--- src/rtl/lfs_pkg.sv ---
package lfs_pkg;

  // Counter width able to hold values 0 .. n-1 (at least one bit).
  function automatic int cnt_w(input int n);
    return (n > 1) ? $clog2(n) : 1;
  endfunction

endpackage

--- src/rtl/lfs_deglitch.sv ---
// Consecutive-hit qualifier: flag sets after DG evaluated hits in a row,
// drops on an evaluated miss, and is forced clear by clr.
module lfs_deglitch #(
  parameter int DG = 8
) (
  input  logic clk,
  input  logic rst,
  input  logic clr,
  input  logic eval,
  input  logic hit,
  output logic flag,
  output logic flag_nx
);
  import lfs_pkg::*;

  localparam int CW = cnt_w(DG);
  localparam logic [CW-1:0] LAST = CW'(DG - 1);

  logic [CW-1:0] cnt, cnt_nx;

  always_comb begin
    cnt_nx  = cnt;
    flag_nx = flag;
    if (clr) begin
      cnt_nx  = '0;
      flag_nx = 1'b0;
    end else if (eval) begin
      if (hit) begin
        if (!flag) begin
          if (cnt == LAST) begin
            flag_nx = 1'b1;
            cnt_nx  = '0;
          end else begin
            cnt_nx = cnt + 1'b1;
          end
        end
      end else begin
        cnt_nx  = '0;
        flag_nx = 1'b0;
      end
    end
  end

  always_ff @(posedge clk) begin
    if (rst) begin
      cnt  <= '0;
      flag <= 1'b0;
    end else begin
      cnt  <= cnt_nx;
      flag <= flag_nx;
    end
  end

  // a flag can only rise after a qualifying hit was sampled
  a_r2_flag_needs_hit: assert property (@(posedge clk) disable iff (rst)
    $rose(flag) |-> $past(hit && eval && !clr));

  // counter never passes its terminal value
  a_r2_cnt_bound: assert property (@(posedge clk) disable iff (rst)
    cnt <= LAST);

endmodule

--- src/rtl/lfs_pwm.sv ---
// Fault PWM timebase: restarts at phase 0 on start, runs while run is high.
module lfs_pwm #(
  parameter int PER = 32,
  parameter int ON  = 2
) (
  input  logic clk,
  input  logic rst,
  input  logic run,
  input  logic start,
  output logic on_q,
  output logic on_nx
);
  import lfs_pkg::*;

  localparam int PW = cnt_w(PER);
  localparam logic [PW-1:0] WRAP = PW'(PER - 1);

  logic [PW-1:0] cnt, cnt_nx;

  always_comb begin
    if (!run || start)  cnt_nx = '0;
    else if (cnt == WRAP) cnt_nx = '0;
    else                  cnt_nx = cnt + 1'b1;
  end

  assign on_nx = (int'(cnt_nx) < ON);
  assign on_q  = (int'(cnt) < ON);

  always_ff @(posedge clk) begin
    if (rst) cnt <= '0;
    else     cnt <= cnt_nx;
  end

  // phase counter stays inside one period
  a_r3_cnt_range: assert property (@(posedge clk) disable iff (rst)
    int'(cnt) < PER);

  // a fresh start always lands in the on phase
  a_r3_start_phase: assert property (@(posedge clk) disable iff (rst)
    (start && run) |=> on_q);

endmodule

--- src/rtl/lfs_channel.sv ---
// One channel: state-dependent short/open classification and PWM substitution.
module lfs_channel #(
  parameter int SHORT_DG = 8,
  parameter int OPEN_DG  = 4,
  parameter int PWM_PER  = 32,
  parameter int PWM_ON   = 2
) (
  input  logic clk,
  input  logic rst,
  input  logic bat,
  input  logic cmd,
  input  logic drain_hi,
  output logic drive,
  output logic flt,
  output logic flt_nx
);

  logic sh_flag, sh_nx, op_flag, op_nx;
  logic pwm_on_q, pwm_on_nx;

  // Shorted load: commanded on with drain high; re-tested only in PWM on phase.
  lfs_deglitch #(.DG(SHORT_DG)) u_short (
    .clk     (clk),
    .rst     (rst),
    .clr     (bat || !cmd),
    .eval    (!sh_flag || pwm_on_q),
    .hit     (drain_hi),
    .flag    (sh_flag),
    .flag_nx (sh_nx)
  );

  // Open load: commanded off with drain low.
  lfs_deglitch #(.DG(OPEN_DG)) u_open (
    .clk     (clk),
    .rst     (rst),
    .clr     (bat || cmd),
    .eval    (1'b1),
    .hit     (!drain_hi),
    .flag    (op_flag),
    .flag_nx (op_nx)
  );

  lfs_pwm #(.PER(PWM_PER), .ON(PWM_ON)) u_pwm (
    .clk   (clk),
    .rst   (rst),
    .run   (sh_nx),
    .start (sh_nx && !sh_flag),
    .on_q  (pwm_on_q),
    .on_nx (pwm_on_nx)
  );

  assign flt_nx = sh_nx || op_nx;

  always_ff @(posedge clk) begin
    if (rst) begin
      drive <= 1'b0;
      flt   <= 1'b0;
    end else begin
      drive <= cmd && !bat && (!sh_nx || pwm_on_nx);
      flt   <= flt_nx;
    end
  end

  // an uncommanded channel is never driven
  a_r1_off_no_drive: assert property (@(posedge clk) disable iff (rst)
    !cmd |=> !drive);

  // an open-load fault coexists only with an undriven gate
  a_r6_open_no_drive: assert property (@(posedge clk) disable iff (rst)
    op_flag |-> !drive);

  // turning the channel off drops a short flag at the next edge
  a_r4_off_clears_short: assert property (@(posedge clk) disable iff (rst)
    (sh_flag && !cmd) |=> !sh_flag);

  // short and open are mutually exclusive classifications
  a_r5_exclusive: assert property (@(posedge clk) disable iff (rst)
    !(sh_flag && op_flag));

endmodule

--- src/rtl/load_fault_supervisor.sv ---
module load_fault_supervisor #(
  parameter int N_CH     = 4,
  parameter int SHORT_DG = 8,
  parameter int OPEN_DG  = 4,
  parameter int PWM_PER  = 32,
  parameter int PWM_ON   = PWM_PER / 16
) (
  input  logic            clk,
  input  logic            rst,
  input  logic [N_CH-1:0] cmd_on,
  input  logic [N_CH-1:0] drain_hi,
  input  logic            bat_ov,
  input  logic            bat_uv,
  output logic [N_CH-1:0] drive,
  output logic [N_CH-1:0] load_flt,
  output logic            fault_n
);

  logic            bat;
  logic [N_CH-1:0] flt_nx;

  assign bat = bat_ov || bat_uv;

  for (genvar i = 0; i < N_CH; i++) begin : g_ch
    lfs_channel #(
      .SHORT_DG (SHORT_DG),
      .OPEN_DG  (OPEN_DG),
      .PWM_PER  (PWM_PER),
      .PWM_ON   (PWM_ON)
    ) u_ch (
      .clk      (clk),
      .rst      (rst),
      .bat      (bat),
      .cmd      (cmd_on[i]),
      .drain_hi (drain_hi[i]),
      .drive    (drive[i]),
      .flt      (load_flt[i]),
      .flt_nx   (flt_nx[i])
    );
  end

  always_ff @(posedge clk) begin
    if (rst) fault_n <= 1'b1;
    else     fault_n <= !(bat || (|flt_nx));
  end

  // battery fault turns every channel off and pulls the flag low
  a_r7_bat_drive_off: assert property (@(posedge clk) disable iff (rst)
    bat |=> (drive == '0) && !fault_n);

  // battery fault masks every load-fault bit
  a_r8_bat_mask: assert property (@(posedge clk) disable iff (rst)
    bat |=> (load_flt == '0));

  // any reported load fault shows on the global flag
  a_r9_flag_follows: assert property (@(posedge clk) disable iff (rst)
    (|load_flt) |-> !fault_n);

endmodule

--- config.mk ---
export PLATFORM = sky130hd
export DESIGN_NAME = load_fault_supervisor
export DESIGN_NICKNAME = d
export VERILOG_FILES = /design/src/rtl/lfs_pkg.sv /design/src/rtl/lfs_deglitch.sv /design/src/rtl/lfs_pwm.sv /design/src/rtl/lfs_channel.sv /design/src/rtl/load_fault_supervisor.sv
export SDC_FILE = /design/constraint.sdc
export NUM_CORES = 1
export LEC_CHECK = 0
export CORE_MARGIN = 2
export CORE_UTILIZATION = 29
export CTS_CLUSTER_DIAMETER = 200
export DETAILED_ROUTE_END_ITERATION = 16
export DONT_BUFFER_PORTS = 1
export GPL_ROUTABILITY_DRIVEN = 0
export GPL_TIMING_DRIVEN = 0
export HOLD_SLACK_MARGIN = 0.08
export MAX_ROUTING_LAYER = met4
export PLACE_DENSITY = 0.43
export SLEW_MARGIN = 20
export SYNTH_ARGS = -nofsm -noshare
export SYNTH_HDL_FRONTEND = slang
export SYNTH_SLANG_ARGS = --single-unit
--- constraint.sdc ---
create_clock -name clk -period 4.65 [get_ports clk]
set_input_delay 0.465 -clock clk [delete_from_list [all_inputs] [get_ports clk]]
set_output_delay 0.465 -clock clk [all_outputs]
set_load 0.02 [all_outputs]
## Yosys cells after proc, flatten, opt, wreduce, memory -nomap -nowiden

Cells that the tools add are included.

- $add $sub $neg: 12
- Multipliers: 0
- Divide/modulo/power cells: 0
- $lt $le $gt $ge: 8
- Equality and inequality tests: 16
- Shift-type cells: 0
- Muxes and demuxes: 60
- Bitwise logic cells: 0
- Reductions and logical operators: 65

Operators with widths:

| cell | count |
|---|---|
| less-than comparator 5 x 2 -> 1 bit (second input constant) | 8 |
| two-way mux 5 bit | 8 |
| two-way mux 1 bit | 36 |
| two-way mux 3 bit | 12 |
| logical OR 1 bit | 26 |
| adder 5 x 1 -> 5 bit (second input constant) | 4 |
| == test 5 bit (second input constant) | 4 |
| zero test 1 bit | 14 |
| adder 3 x 1 -> 3 bit (second input constant) | 4 |
| == test 3 bit (second input constant) | 4 |
| logical AND 1 bit | 12 |
| OR reduction 3 bit | 4 |
| adder 2 x 1 -> 2 bit (second input constant) | 4 |
| == test 2 bit (second input constant) | 4 |
| two-way mux 2 bit | 4 |
| inequality test 2 bit (second input constant) | 4 |
| AND reduction 2 bit | 4 |
| OR reduction 2 bit | 4 |
| OR reduction 4 bit | 1 |

- Flip-flop bits (word level): 57
- Bits in latches: 0
- Memory bits (writable): 0
- ROM bits: 0
- Input bits: 12
- Logic and storage cells: 190
- Memories: 0

## Logic depth before layout (Yosys ltp)

- Word-level depth: 12
- Depth in mapped cells: 6
- Depth with buffers taken out: 6

## By module

From an unflattened synthesis, not the netlist that was laid out.

- Cell total of the unflattened synthesis: 311
- Area total of the unflattened synthesis: 3005.4 sq um

By module, submodules not included:

| module | times used | cells each | area each (sq um) |
|---|---|---|---|
| lfs_deglitch (g_ch[0].u_ch.u_short ...) | 4 | 21 | 222.7 |
| lfs_pwm (g_ch[0].u_ch.u_pwm ...) | 3 | 28 | 255.2 |
| lfs_deglitch (g_ch[0].u_ch.u_open ...) | 4 | 16 | 156.4 |
| lfs_channel | 4 | 12 | 106.4 |
| lfs_pwm (g_ch[3].u_ch.u_pwm) | 1 | 27 | 252.7 |
| load_fault_supervisor | 1 | 4 | 45.0 |

## Least setup slack after synthesis

OpenSTA, ideal clock, no wires.

- Path type: input -> register
- Start point: input port bat_uv
- End point: register g_ch[2].u_ch.u_pwm.cnt[2]
- Arrival time: 1.517 ns
- Slack: 3.069 ns
- Cell stages on the path: 5
- Path buffers: 1
- Path through: nor3_1 > buf_2 > nand2_1 > or3_1 > nor2_1

- Cells in the longest elaborated chain, start to end: 6
- Elaborated cells on any way between the ends: 7
- Classes of those cells: 2 x mux; 5 x reduce/logical

RTL lines:

| item | line | source |
|---|---|---|
| start, declared | load_fault_supervisor.sv:13 | `input logic bat_uv,` |
| logical OR 1 bit * | load_fault_supervisor.sv:22 | `assign bat = bat_ov \|\| bat_uv;` |
| logical OR 1 bit * | lfs_channel.sv:25 | `.clr (bat \|\| !cmd),` |
| two-way mux 1 bit * | lfs_deglitch.sv:24 | `if (clr) begin` |
| zero test 1 bit or logical AND 1 bit (tied branches) | lfs_pwm.sv:21, lfs_channel.sv:47 |  |
| logical OR 1 bit * | lfs_pwm.sv:21 | `if (!run \|\| start) cnt_nx = '0;` |
| two-way mux 5 bit * | lfs_pwm.sv:21 |  |
| end signal, assigned | lfs_pwm.sv:31 | `else cnt <= cnt_nx;` |
| end, declared | lfs_pwm.sv:18 | `logic [PW-1:0] cnt, cnt_nx;` |

Every way passes the cells marked *; elsewhere a longest branch is shown, timed or not.
A chain may end at the register's enable or synchronous reset.

## Worst setup path after layout

- Start point: register g_ch[0].u_ch.u_pwm.cnt[0]
- End point: register g_ch[0].u_ch.drive

- Cells in the longest elaborated chain, start to end: 10
- Elaborated cells on any way between the ends: 14
- Classes of those cells: 1 x add/sub; 2 x order compare; 1 x eq/ne; 4 x mux; 6 x reduce/logical

RTL lines:

| item | line | source |
|---|---|---|
| start, declared | lfs_pwm.sv:18 |  |
| start signal, assigned | lfs_pwm.sv:31 |  |
| less-than comparator 5 x 2 -> 1 bit | lfs_pwm.sv:27 | `assign on_q = (int'(cnt) < ON);` |
| logical OR 1 bit | lfs_channel.sv:26 | `.eval (!sh_flag \|\| pwm_on_q),` |
| two-way mux 1 bit | lfs_deglitch.sv:27 | `end else if (eval) begin` |
| two-way mux 1 bit | lfs_deglitch.sv:24 |  |
| zero test 1 bit or logical AND 1 bit (tied branches) | lfs_pwm.sv:21, lfs_channel.sv:59, lfs_channel.sv:47 |  |
| logical OR 1 bit | lfs_pwm.sv:21 |  |
| two-way mux 5 bit | lfs_pwm.sv:21 |  |
| less-than comparator 5 x 2 -> 1 bit | lfs_pwm.sv:26 | `assign on_nx = (int'(cnt_nx) < ON);` |
| logical OR 1 bit * | lfs_channel.sv:59 | `drive <= cmd && !bat && (!sh_nx \|\| pwm_on_nx);` |
| logical AND 1 bit * | lfs_channel.sv:59 |  |
| end signal, assigned | lfs_channel.sv:59 |  |
| end, declared | lfs_channel.sv:13 | `output logic drive,` |

Marks and branches as above.

==> impl_metrics.csv <==
group,metric,value,unit
synth,syn_area,2571,µm²
clock_tree,cts_hold_buf,0,
synth,synth_cells,280,
power_and_ir_drop,p_switching,0.2219,mW
global_route,antenna_found_initial,0,
die,start_util,29.63,%
global_route,grt_start_max_net_pins,11,
synth,synth_edf_count,0,
synth,yosysUniqueCellTypes,47,
synth,ys_ff_latch,57,
global_route,grt_pass1_vias,1777,
run,maxCapViolations,0,
synth,synthArstFlopShare,0,%
clock_tree,worstSkewPairLatency,340,ps
timing,drv_slew,0,
synth,synth_fa_ha_area_share,9.732,%
power_and_ir_drop,max-vdd-ir-drop,0.1801,mV
timing,hold_ws,293.4,ps
route,drt_iter0_drc,32,
die,core_area,8678,µm²
route,final_antenna_net_count,0,
synth,synthesis.nets,312,
route,wl_per_cell,12.33,µm
die,die_w,98.16,µm
critical_path,arrival,1860,ps
hold_path,hp-class,"in -> reg",
clock_tree,cts_sinks,57,
route,via_count,1931,
placed_design,io_buffers,0,
timing,fmax,607.1,MHz
synth,synth_top_family_by_area,"simple AND/OR/NAND/NOR gates",
power_and_ir_drop,p_clk_share,52.9,%
synth,muxShareOfSynthArea,1.557,%
timing,finClkSkew,15.42,ps
critical_path,cp.required,4860,ps
timing,setup_viol,0,
synth,synth-main-ff-cell,"dfxtp_1",
status,outcome,"completed",
route,routed_wl,4983,µm
clock_tree,cts_tree,"yes",
clock_tree,cts.clk_slew.worst_paths,60,ps
clock_tree,ctsResizeCount,0,
cells_and_area,layout_commonest_cell,"dfxtp_1",
clock_tree,clockBufferDepth,2,
timing,tns,0,ps
clock_tree,post_cts_buffers,0,
critical_path,startpoint_type,"register",
global_route,track_usage,11.34,%
route,drt_pass1_iterations,4,
critical_path,crit_chain,"ha_1, and3_1, ha_1, nor4bb_1, a211o_1, a21oi_1",
cells_and_area,drive_above_1_share,10.81,%
power_and_ir_drop,power.internal,0.8701,mW
synth,synth-simple-area-share,23.02,%
die,rows,34,
die,io_pins,21,
timing,fin_crit_sh,35.43,%
route,viasPerCell,4.780,
die,die_h,98.16,µm
power_and_ir_drop,p_comb_share,2.0,%
critical_path,path_class,"reg -> reg",
critical_path,cp-end-kind,"register",
global_route,gr-total-overflow,0,
synth,seq_area_frac_synth,44.38,%
die,fp.dieArea,9635,µm²
power_and_ir_drop,power_density,370.1,nW/µm²
synth,synth_xor_area_share,2.725,%
synth,synth-compound-area-share,14.60,%
global_route,grt_pass1_wl,8376,µm
power_and_ir_drop,power_frac_seq,45.1,%
synth,avgSynthCellArea,9.183,µm²
timing,rsz0062_at_grt,"no",
critical_path,worstPathMaxFanout,5,
critical_path,cp_common_cell,"ha_1",
clock_tree,cts_made_buffers,9,
critical_path,crit_path_top_delay_cell,"dfxtp_1",
power_and_ir_drop,p_leak,1.189,nW
route,route.detailed.drc,0,
critical_path,critPathMaxStageDelay,350,ps
timing,finalHoldViolations,0,
clock_tree,htreeDepth,3,
cells_and_area,final_nets,323,
placed_design,dp_hpwl,3524,µm
timing,worstMarginPinSlew,344.6,ps
timing,period_needed,1647,ps
cells_and_area,diodes,0,
power_and_ir_drop,switching_share,20.32,%
timing,slew-limit-headroom,76.81,%
cells_and_area,final_cell_mix,"dfxtp_1, nor2_1, a21oi_1, ha_1, nor3_1",
synth,yosysWarnings,0,
cells_and_area,area_growth,14.74,%
clock_tree,cts_root_buffer,"clkbuf_8",
[sequential cells by signal, summed over array words and instances (netlist names)]
name and count:
fault_n 1, g_ch.u_ch.drive 4, g_ch.u_ch.flt 4, g_ch.u_ch.u_open.cnt 8, g_ch.u_ch.u_open.flag 4, g_ch.u_ch.u_pwm.cnt 20, g_ch.u_ch.u_short.cnt 12, g_ch.u_ch.u_short.flag 4
[worst max-delay path, delay by kind of cell (launching register included)]
family	cells	cell delay, ps
flops	1	350
simple gates	2	480
fa+ha+maj	2	470
compound gates	2	230
[per-layer routing]
layer / track usage (%) / up-vias / wire [µm]
met5: - / - / 0
met4: 4.636 / 0 / 57
met3: 5.440 / 8 / 280
met2: 15.75 / 22 / 2083
met1: 14.08 / 864 / 2562
li1: - / 1037 / -
[metrics by stage]
step	power (mW)	setup slack, ps	cell area (µm²)	std cells	util (%)
floorplan	0.5214	3069	2571	280	-
global placement	0.5257	2820	2706	388	31.19
detailed placement	0.5259	2815	2706	388	31.19
CTS	1.112	2984	2950	404	34.00
global route	1.131	2874	2950	404	34.00
finish	1.092	3003	2950	404	34.00
[worst paths after layout]
kind,startpoint,endpoint,slack (ps),depth (start not counted)
worst max register to register,g_ch[0].u_ch.u_pwm.cnt[0]$_SDFF_PP0_,g_ch[0].u_ch.drive$_SDFF_PP0_,3000,6
worst min-delay path,cmd_on[0],g_ch[0].u_ch.u_pwm.cnt[4]$_SDFF_PP0_,290,1
worst min register to register,g_ch[3].u_ch.u_pwm.cnt[0]$_SDFF_PP0_,g_ch[3].u_ch.u_pwm.cnt[0]$_SDFF_PP0_,470,1
worst max-delay path,g_ch[0].u_ch.u_pwm.cnt[0]$_SDFF_PP0_,g_ch[0].u_ch.drive$_SDFF_PP0_,3000,6
[Yosys cell counts, drive strengths merged (2+ instances only)]
| cell type | number | area share, % |
|---|---|---|
| a21o | 3 | 0.88 |
| a21oi | 20 | 3.9 |
| a31oi | 4 | 0.97 |
| a32oi | 3 | 1.0 |
| and3 | 6 | 1.5 |
| and4 | 2 | 0.68 |
| buf | 9 | 2.5 |
| clkbuf | 2 | 0.29 |
| dfxtp | 57 | 44 |
| ha | 20 | 9.7 |
| inv | 8 | 1.2 |
| mux2i | 4 | 1.6 |
| nand2 | 12 | 1.8 |
| nand3 | 5 | 0.97 |
| nand3b | 2 | 0.58 |
| nor2 | 50 | 7.3 |
| nor3 | 12 | 2.3 |
| nor4b | 3 | 1.0 |
| nor4bb | 3 | 1.2 |
| o211ai | 5 | 1.5 |
| o21a | 3 | 0.88 |
| o21ai | 9 | 1.9 |
| o22ai | 2 | 0.49 |
| o31a | 3 | 1.0 |
| or2 | 3 | 0.83 |
| or3 | 6 | 1.5 |
| or4 | 4 | 1.6 |
| xnor2 | 4 | 1.4 |
| xor2 | 4 | 1.4 |
[power groups by stage]
| stage | Sequential [mW] | Combinational (mW) | Clock (mW) |
|---|---|---|---|
| 6_report | 0.493 | 0.0213 | 0.578 |
| 4_1_cts | 0.493 | 0.0218 | 0.598 |
| 5_1_grt | 0.493 | 0.0238 | 0.614 |
| 2_1_floorplan | 0.504 | 0.0177 | 0 |
| 3_5_place_dp | 0.504 | 0.0217 | 0 |
| 3_3_place_gp | 0.504 | 0.0216 | 0 |
[cells by family (layout without fill, tap and decap cells)]
| kind of cell | count (synthesis) | after routing |
|---|---|---|
| flops | 57 | 57 |
| fa+ha+maj | 20 | 20 |
| compound gates | 58 | 58 |
| buf+inv | 19 | 35 |
| xor+xnor | 8 | 8 |
| mux | 4 | 4 |
| simple gates | 114 | 114 |
[cell type report]
type	instances	area, µm²
Buffer	11	72.57
Clock buffer	11	141.4
Clock inverter	5	102.6
Fill cell	930	5728
Inverter	8	30.03
Multi-Input combinational cell	204	1328
Sequential cell	57	1141
Tap cell	108	135.1
No activity file was read; power rests on OpenSTA's default activity.
